`config.mk`:
```
export PLATFORM = sky130hd
export DESIGN_NAME = pt_walker
export DESIGN_NICKNAME = d
export VERILOG_FILES = /design/src/rtl/pt_walker_pkg.sv /design/src/rtl/pt_va_split.sv /design/src/rtl/pt_addr_calc.sv /design/src/rtl/pt_walk_ctrl.sv /design/src/rtl/pt_walker.sv
export SDC_FILE = /design/constraint.sdc
export NUM_CORES = 1
export LEC_CHECK = 0
export ABC_AREA = 0
export BUFFER_PORTS_ARGS = -buffer_cell sky130_fd_sc_hd__buf_2
export CAP_MARGIN = 0
export CORE_ASPECT_RATIO = 0.9
export CORE_MARGIN = 2
export CORE_UTILIZATION = 49
export CTS_CLUSTER_SIZE = 12
export DETAILED_ROUTE_END_ITERATION = 8
export PLACE_DENSITY = 0.89
export SETUP_SLACK_MARGIN = 0.05
export SLEW_MARGIN = 20
export SYNTH_ARGS = -nofsm -noshare
export SYNTH_HDL_FRONTEND = slang
export SYNTH_SLANG_ARGS = --single-unit
```
`constraint.sdc`:
```
create_clock -name clk -period 2.5 [get_ports clk]
set_clock_uncertainty 0.2 [all_clocks]
set_input_delay 0.5 -clock clk [delete_from_list [all_inputs] [get_ports clk]]
set_output_delay 0.5 -clock clk [all_outputs]
set_load 0.01 [all_outputs]
```
`src/rtl/pt_walker_pkg.sv`:
```
package pt_walker_pkg;

  typedef enum logic [2:0] {
    ST_IDLE,
    ST_RD_L1,
    ST_WT_L1,
    ST_RD_L2,
    ST_WT_L2,
    ST_DONE,
    ST_FAULT
  } walk_st_e;

  localparam int PRESENT_BIT = 0;
  localparam int FLAG_LSB    = 1;

endpackage

```
`src/rtl/pt_va_split.sv`:
```
module pt_va_split #(
  parameter int LEVELS = 2,
  parameter int IDX_W  = 10,
  parameter int OFF_W  = 12,
  localparam int VA_W  = OFF_W + LEVELS * IDX_W
) (
  input  logic [VA_W-1:0]              va,
  output logic [LEVELS-1:0][IDX_W-1:0] idx
);

  // Level 0 is the top level and takes the highest index field.
  for (genvar l = 0; l < LEVELS; l++) begin : g_lvl
    assign idx[l] = va[OFF_W + (LEVELS - 1 - l) * IDX_W +: IDX_W];
  end

  logic [OFF_W-1:0] unused_off;
  assign unused_off = va[OFF_W-1:0];

endmodule

```
`src/rtl/pt_addr_calc.sv`:
```
module pt_addr_calc #(
  parameter int VA_W      = 32,
  parameter int IDX_W     = 10,
  parameter int OFF_W     = 12,
  parameter int ENT_BYTES = 4,
  localparam int PFN_W    = VA_W - OFF_W,
  localparam int ESH      = $clog2(ENT_BYTES)
) (
  input  logic [PFN_W-1:0] base_pfn,
  input  logic [IDX_W-1:0] idx,
  output logic [VA_W-1:0]  addr
);

  logic [VA_W-1:0] base_b;
  logic [VA_W-1:0] offs_b;

  always_comb begin
    base_b = {base_pfn, {OFF_W{1'b0}}};
    offs_b = VA_W'({idx, {ESH{1'b0}}});
    addr   = base_b + offs_b;
  end

endmodule

```
`src/rtl/pt_walk_ctrl.sv`:
```
module pt_walk_ctrl
  import pt_walker_pkg::*;
#(
  parameter int VA_W   = 32,
  parameter int OFF_W  = 12,
  parameter int PTE_W  = 32,
  parameter int FLAG_W = 4,
  localparam int PFN_W = VA_W - OFF_W
) (
  input  logic              clk,
  input  logic              rst_n,
  input  logic              req_valid,
  output logic              req_ready,
  input  logic [VA_W-1:0]   req_vaddr,
  output logic              mem_req_valid,
  input  logic              mem_req_ready,
  input  logic              mem_rsp_valid,
  input  logic [PTE_W-1:0]  mem_rsp_data,
  input  logic              res_ack,
  output logic              res_valid,
  output logic              res_fault,
  output logic              lvl2_sel,
  output logic [VA_W-1:0]   va_q,
  output logic [PFN_W-1:0]  l2_pfn_q,
  output logic [PFN_W-1:0]  leaf_pfn_q,
  output logic [FLAG_W-1:0] leaf_flags_q
);

  walk_st_e state_q, state_d;
  logic     va_en, l2_en, leaf_en;
  logic     rsp_present;

  assign rsp_present = mem_rsp_data[PRESENT_BIT];

  always_comb begin
    state_d = state_q;
    case (state_q)
      ST_IDLE:  if (req_valid)     state_d = ST_RD_L1;
      ST_RD_L1: if (mem_req_ready) state_d = ST_WT_L1;
      ST_WT_L1: if (mem_rsp_valid) state_d = rsp_present ? ST_RD_L2 : ST_FAULT;
      ST_RD_L2: if (mem_req_ready) state_d = ST_WT_L2;
      ST_WT_L2: if (mem_rsp_valid) state_d = rsp_present ? ST_DONE : ST_FAULT;
      ST_DONE,
      ST_FAULT: if (res_ack)       state_d = ST_IDLE;
      default:                     state_d = ST_IDLE;
    endcase
  end

  assign va_en   = (state_q == ST_IDLE)  && req_valid;
  assign l2_en   = (state_q == ST_WT_L1) && mem_rsp_valid;
  assign leaf_en = (state_q == ST_WT_L2) && mem_rsp_valid;

  always_ff @(posedge clk or negedge rst_n) begin
    if (!rst_n) begin
      state_q      <= ST_IDLE;
      va_q         <= '0;
      l2_pfn_q     <= '0;
      leaf_pfn_q   <= '0;
      leaf_flags_q <= '0;
    end else begin
      state_q <= state_d;
      if (va_en)   va_q         <= req_vaddr;
      if (l2_en)   l2_pfn_q     <= mem_rsp_data[PTE_W-1 -: PFN_W];
      if (leaf_en) leaf_pfn_q   <= mem_rsp_data[PTE_W-1 -: PFN_W];
      if (leaf_en) leaf_flags_q <= mem_rsp_data[FLAG_LSB +: FLAG_W];
    end
  end

  assign req_ready     = (state_q == ST_IDLE);
  assign mem_req_valid = (state_q == ST_RD_L1) || (state_q == ST_RD_L2);
  assign lvl2_sel      = (state_q == ST_RD_L2);
  assign res_valid     = (state_q == ST_DONE) || (state_q == ST_FAULT);
  assign res_fault     = (state_q == ST_FAULT);

  logic [PTE_W-PFN_W-FLAG_W-2:0] unused_rsp_bits;
  assign unused_rsp_bits = mem_rsp_data[PTE_W-PFN_W-1:FLAG_LSB+FLAG_W];

  AST_BUSY_VA_HELD: assert property (@(posedge clk) disable iff (!rst_n)
    !req_ready |=> $stable(va_q));

  AST_L1_ABSENT_FAULTS: assert property (@(posedge clk) disable iff (!rst_n)
    (state_q == ST_WT_L1 && mem_rsp_valid && !rsp_present) |=> (res_valid && res_fault));

endmodule

```
`src/rtl/pt_walker.sv`:
```
module pt_walker #(
  parameter int IDX_W     = 10,
  parameter int OFF_W     = 12,
  parameter int ENT_BYTES = 4,
  parameter int FLAG_W    = 4,
  localparam int LEVELS   = 2,
  localparam int VA_W     = OFF_W + LEVELS * IDX_W,
  localparam int PFN_W    = VA_W - OFF_W,
  localparam int PTE_W    = ENT_BYTES * 8
) (
  input  logic              clk,
  input  logic              rst_n,
  input  logic [PFN_W-1:0]  root_pfn,
  input  logic              req_valid,
  output logic              req_ready,
  input  logic [VA_W-1:0]   req_vaddr,
  output logic              mem_req_valid,
  input  logic              mem_req_ready,
  output logic [VA_W-1:0]   mem_req_addr,
  input  logic              mem_rsp_valid,
  input  logic [PTE_W-1:0]  mem_rsp_data,
  output logic              res_valid,
  output logic              res_fault,
  output logic [PFN_W-1:0]  res_frame,
  output logic [FLAG_W-1:0] res_flags,
  output logic [VA_W-1:0]   fault_vaddr,
  input  logic              res_ack
);

  logic                        lvl2_sel;
  logic [VA_W-1:0]             va_q;
  logic [PFN_W-1:0]            l2_pfn_q;
  logic [LEVELS-1:0][IDX_W-1:0] idx;
  logic [PFN_W-1:0]            sel_pfn;
  logic [IDX_W-1:0]            sel_idx;

  pt_walk_ctrl #(
    .VA_W(VA_W), .OFF_W(OFF_W), .PTE_W(PTE_W), .FLAG_W(FLAG_W)
  ) u_ctrl (
    .clk(clk), .rst_n(rst_n),
    .req_valid(req_valid), .req_ready(req_ready), .req_vaddr(req_vaddr),
    .mem_req_valid(mem_req_valid), .mem_req_ready(mem_req_ready),
    .mem_rsp_valid(mem_rsp_valid), .mem_rsp_data(mem_rsp_data),
    .res_ack(res_ack), .res_valid(res_valid), .res_fault(res_fault),
    .lvl2_sel(lvl2_sel), .va_q(va_q), .l2_pfn_q(l2_pfn_q),
    .leaf_pfn_q(res_frame), .leaf_flags_q(res_flags)
  );

  pt_va_split #(
    .LEVELS(LEVELS), .IDX_W(IDX_W), .OFF_W(OFF_W)
  ) u_split (
    .va(va_q), .idx(idx)
  );

  assign sel_pfn = lvl2_sel ? l2_pfn_q : root_pfn;
  assign sel_idx = lvl2_sel ? idx[1]   : idx[0];

  pt_addr_calc #(
    .VA_W(VA_W), .IDX_W(IDX_W), .OFF_W(OFF_W), .ENT_BYTES(ENT_BYTES)
  ) u_addr (
    .base_pfn(sel_pfn), .idx(sel_idx), .addr(mem_req_addr)
  );

  assign fault_vaddr = va_q;

  AST_IDLE_QUIET: assert property (@(posedge clk) disable iff (!rst_n)
    req_ready |-> (!mem_req_valid && !res_valid));

  AST_MREQ_HOLD: assert property (@(posedge clk) disable iff (!rst_n)
    (mem_req_valid && !mem_req_ready) |=> (mem_req_valid && $stable(mem_req_addr)));

  AST_ONE_READ: assert property (@(posedge clk) disable iff (!rst_n)
    (mem_req_valid && mem_req_ready) |=> !mem_req_valid);

  AST_RES_HOLD: assert property (@(posedge clk) disable iff (!rst_n)
    (res_valid && !res_ack) |=> (res_valid && $stable(res_fault) && $stable(res_frame)
                                 && $stable(res_flags) && $stable(fault_vaddr)));

endmodule

```
==> flow_summary.json <==
{
  "status": "finished clean",
  "end_kind": "output pin",
  "cp.depth": 5,
  "hp-start": "req_vaddr[5]",
  "cp.buffers_inverters": 2,
  "cts_root_buf": "clkbuf_8",
  "dpl.cell_count": 491,
  "grt_start_max_net_pins": 46,
  "grt_first_pass_wirelength_mm": 12.6,
  "antenna_found_initial": 0,
  "synth_flop_cell": "dfrtp_1",
  "period_needed_ns": 2.41,
  "port_buffers": 172,
  "insertion_delay_ns": 0.33,
  "cts_tree": "built",
  "final_hold_viol_count": 0,
  "pre_cts_ws_ns": 0.375,
  "instances_no_fill": 512,
  "tns_ns": 0,
  "crit_type": "reg -> out",
  "globalplace.congestion": 0.781,
  "ys_seq_area_share_pct": 55.5,
  "p_leak_uw": 0.00258,
  "wl_mm": 8.64,
  "critPathSlowestCell": "dfrtp_1",
  "critPathLaunchType": "flip-flop",
  "max_stage_delay_ns": 0.38,
  "fp.coreArea_sq_um": 7040,
  "wire_per_inst_um": 16.9,
  "vias": 2605,
  "synth_warnings": 0,
  "grt_pass1_vias": 2554,
  "synth_cell_types": 27,
  "die-area_sq_um": 7970,
  "grt_usage_pct": 20.4,
  "p_per_area_nw_per_um2": 1290,
  "mostFrequentLayoutCell": "buf_2",
  "ys_ff_latch": 79,
  "hold_path_depth": 2,
  "row_count": 29,
  "synth_edf_count": 0,
  "ant_nets": 0,
  "slew_violations": 0,
  "fin_ws_ns": 0.0857,
  "pin_count": 182,
  "critPathMaxFanout": 7,
  "drive_gt1_share_pct": 73.7,
  "nNetsFinal": 504,
  "syn_area_per_cell_sq_um": 15.4,
  "start_util_pct": 50.6,
  "drt_pre_antenna_iters": 4,
  "rsz0062_at_grt": "yes",
  "worst-r2r-setup-slack_ns": 0.50,
  "worst_hold_path.endpoint": "u_ctrl.va_q[5]",
  "ir_worst_vdd_v": 0.000609,
  "fin_crit_sh_pct": 96.6,
  "r2r_end": "u_ctrl.va_q[20]",
  "finalSetupViolCount": 0,
  "ys_async_sr_fraction_pct": 100,
  "numCtsBuffers": 9,
  "h-tree-depth": 3,
  "drc": 0,
  "dpl_cell_area_sq_um": 4520,
  "path_cells": "and2b_2 -> nand2_4 -> clkbuf_16 -> mux2_2 -> buf_6",
  "maxCapViolCount": 0,
  "clk_transition_reported_paths_ns": 0.09,
  "fillCellCount": 497,
  "rr_worst_depth": 5,
  "fin_util_pct": 72.0,
  "cts_max_path_buffers": 2,
  "synth_cells": 231,
  "critPathRequiredTime_ns": 1.80,
  "syn_area_sq_um": 3560,
  "dp_hpwl_mm": 6.07,
  "stdcell_area_sq_um": 5070,
  "path_delay_family": "flip-flops",
  "drt_iter0_markers": 64,
  "antenna_cells": 0,
  "cts_sinks": 79,
  "area_growth_pct": 42.2,
  "grt_remaining_overflow": 0,
  "hp-class": "in -> reg",
  "fmax_mhz": 414,
  "fp.dieW_um": 93.9,
  "final_cell_mix": "buf_2 (146), dfrtp_1 (79), mux2_2 (68), mux2_4 (36), buf_6 (25)",
  "die_h_um": 84.9,
  "via_per_inst": 5.09,
  "worstPathArrival_ns": 1.71,
  "worstReg2RegStart": "u_ctrl.state_q[2]"
}
## synthesized netlist by cell type, drive strengths merged (2+ instances only)
| library cell | number | area (sq um) |
|---|---|---|
| inv | 2 | 7.51 |
| nor3 | 2 | 21.3 |
| nand2 | 3 | 11.3 |
| dfrtp | 79 | 1980 |
| nor2 | 4 | 15.0 |
| a21oi | 3 | 15.0 |
| mux2 | 106 | 1260 |
| o21ai | 2 | 10.0 |
| buf | 16 | 125 |
| nand3 | 2 | 10.0 |
## where the power goes
group / switching, uW / total (uW) / internal, uW
combinational: 1340 / 3210 / 1870
clock: 447 / 1040 / 590
sequential: 379 / 2310 / 1930
total: 2160 / 6550 / 4390
## cell families (layout without fill, tap and decap cells)
group / after synthesis / after routing / synth area share (%)
other: 1 / 2 / 0.105
AND/OR/NAND/NOR: 16 / 16 / 3.12
multiplexers: 106 / 106 / 35.5
flip-flops: 79 / 79 / 55.5
AO/OA/AOI/OAI: 10 / 10 / 1.86
XOR/XNOR: 1 / 1 / 0.246
buffers and inverters: 18 / 205 / 3.72
## how the worst max path moves through the flow
stage | startpoint | end | slack (ns)
final | u_ctrl.state_q[0] | mem_req_addr[26] | 0.09
after global routing | u_ctrl.state_q[0] | mem_req_addr[26] | 0.002
after CTS | u_ctrl.state_q[0] | mem_req_addr[11] | 0.04
after detailed placement | u_ctrl.state_q[0] | mem_req_addr[11] | 0.37
after global placement | u_ctrl.state_q[0] | mem_req_addr[8] | 0.39
after floorplan | u_ctrl.state_q[2] | mem_req_addr[10] | 0.57
## registers in the layout, indices dropped and copies added (netlist names)
| name | flops |
|---|---|
| u_ctrl.leaf_flags_q | 4 |
| u_ctrl.va_q | 32 |
| u_ctrl.l2_pfn_q | 20 |
| u_ctrl.state_q | 3 |
| u_ctrl.leaf_pfn_q | 20 |
## metrics by stage
stage                     hold WS (ns)  total power [uW]
after floorplan                0.00441              4040
after global placement           0.262              4950
after detailed placement         0.273              5090
after CTS                        0.168              6200
after global routing             0.167              6930
final                            0.179              6550
## worst register-to-register path, stage by stage (launching register included)
cell and delay, ns:
dfrtp_1 0.38, buf_4 0.17, nand2b_1 0.20, nor3_4 0.13, buf_4 0.39, mux2_2 0.41
## area by class of cell
| type | instances | area [sq um] | area share (%) |
|---|---|---|---|
| sequential | 79 | 1980 | 39.0 |
| timing repair buffer | 187 | 1210 | 24.0 |
| clock buffer | 11 | 141 | 2.79 |
| inverter | 2 | 7.51 | 0.148 |
| clock inverter | 5 | 81.3 | 1.60 |
| multi-input combinational | 135 | 1530 | 30.2 |
| tap | 93 | 116 | 2.30 |
## repair_timing
action | in CTS | in global routing
resized for setup | 3 | 43
hold buffers | 1 | 0
pin swaps | 0 | 1
endpoints found under the hold margin | 34 | 0
buffers inserted | 0 | 1
setup endpoints to repair | 30 | 30
gates cloned | 1 | 2
## routing by layer
metal  track usage [%]  part of all wire, %  up-vias
met3              4.35                  5.8       15
met4              8.04                  1.6        0
met1              25.0                   40     1297
met2              35.1                   52      111
li1                  -                    -     1182
met5                 0                    0        -
Note: power is estimated with default switching activity, not from simulation.
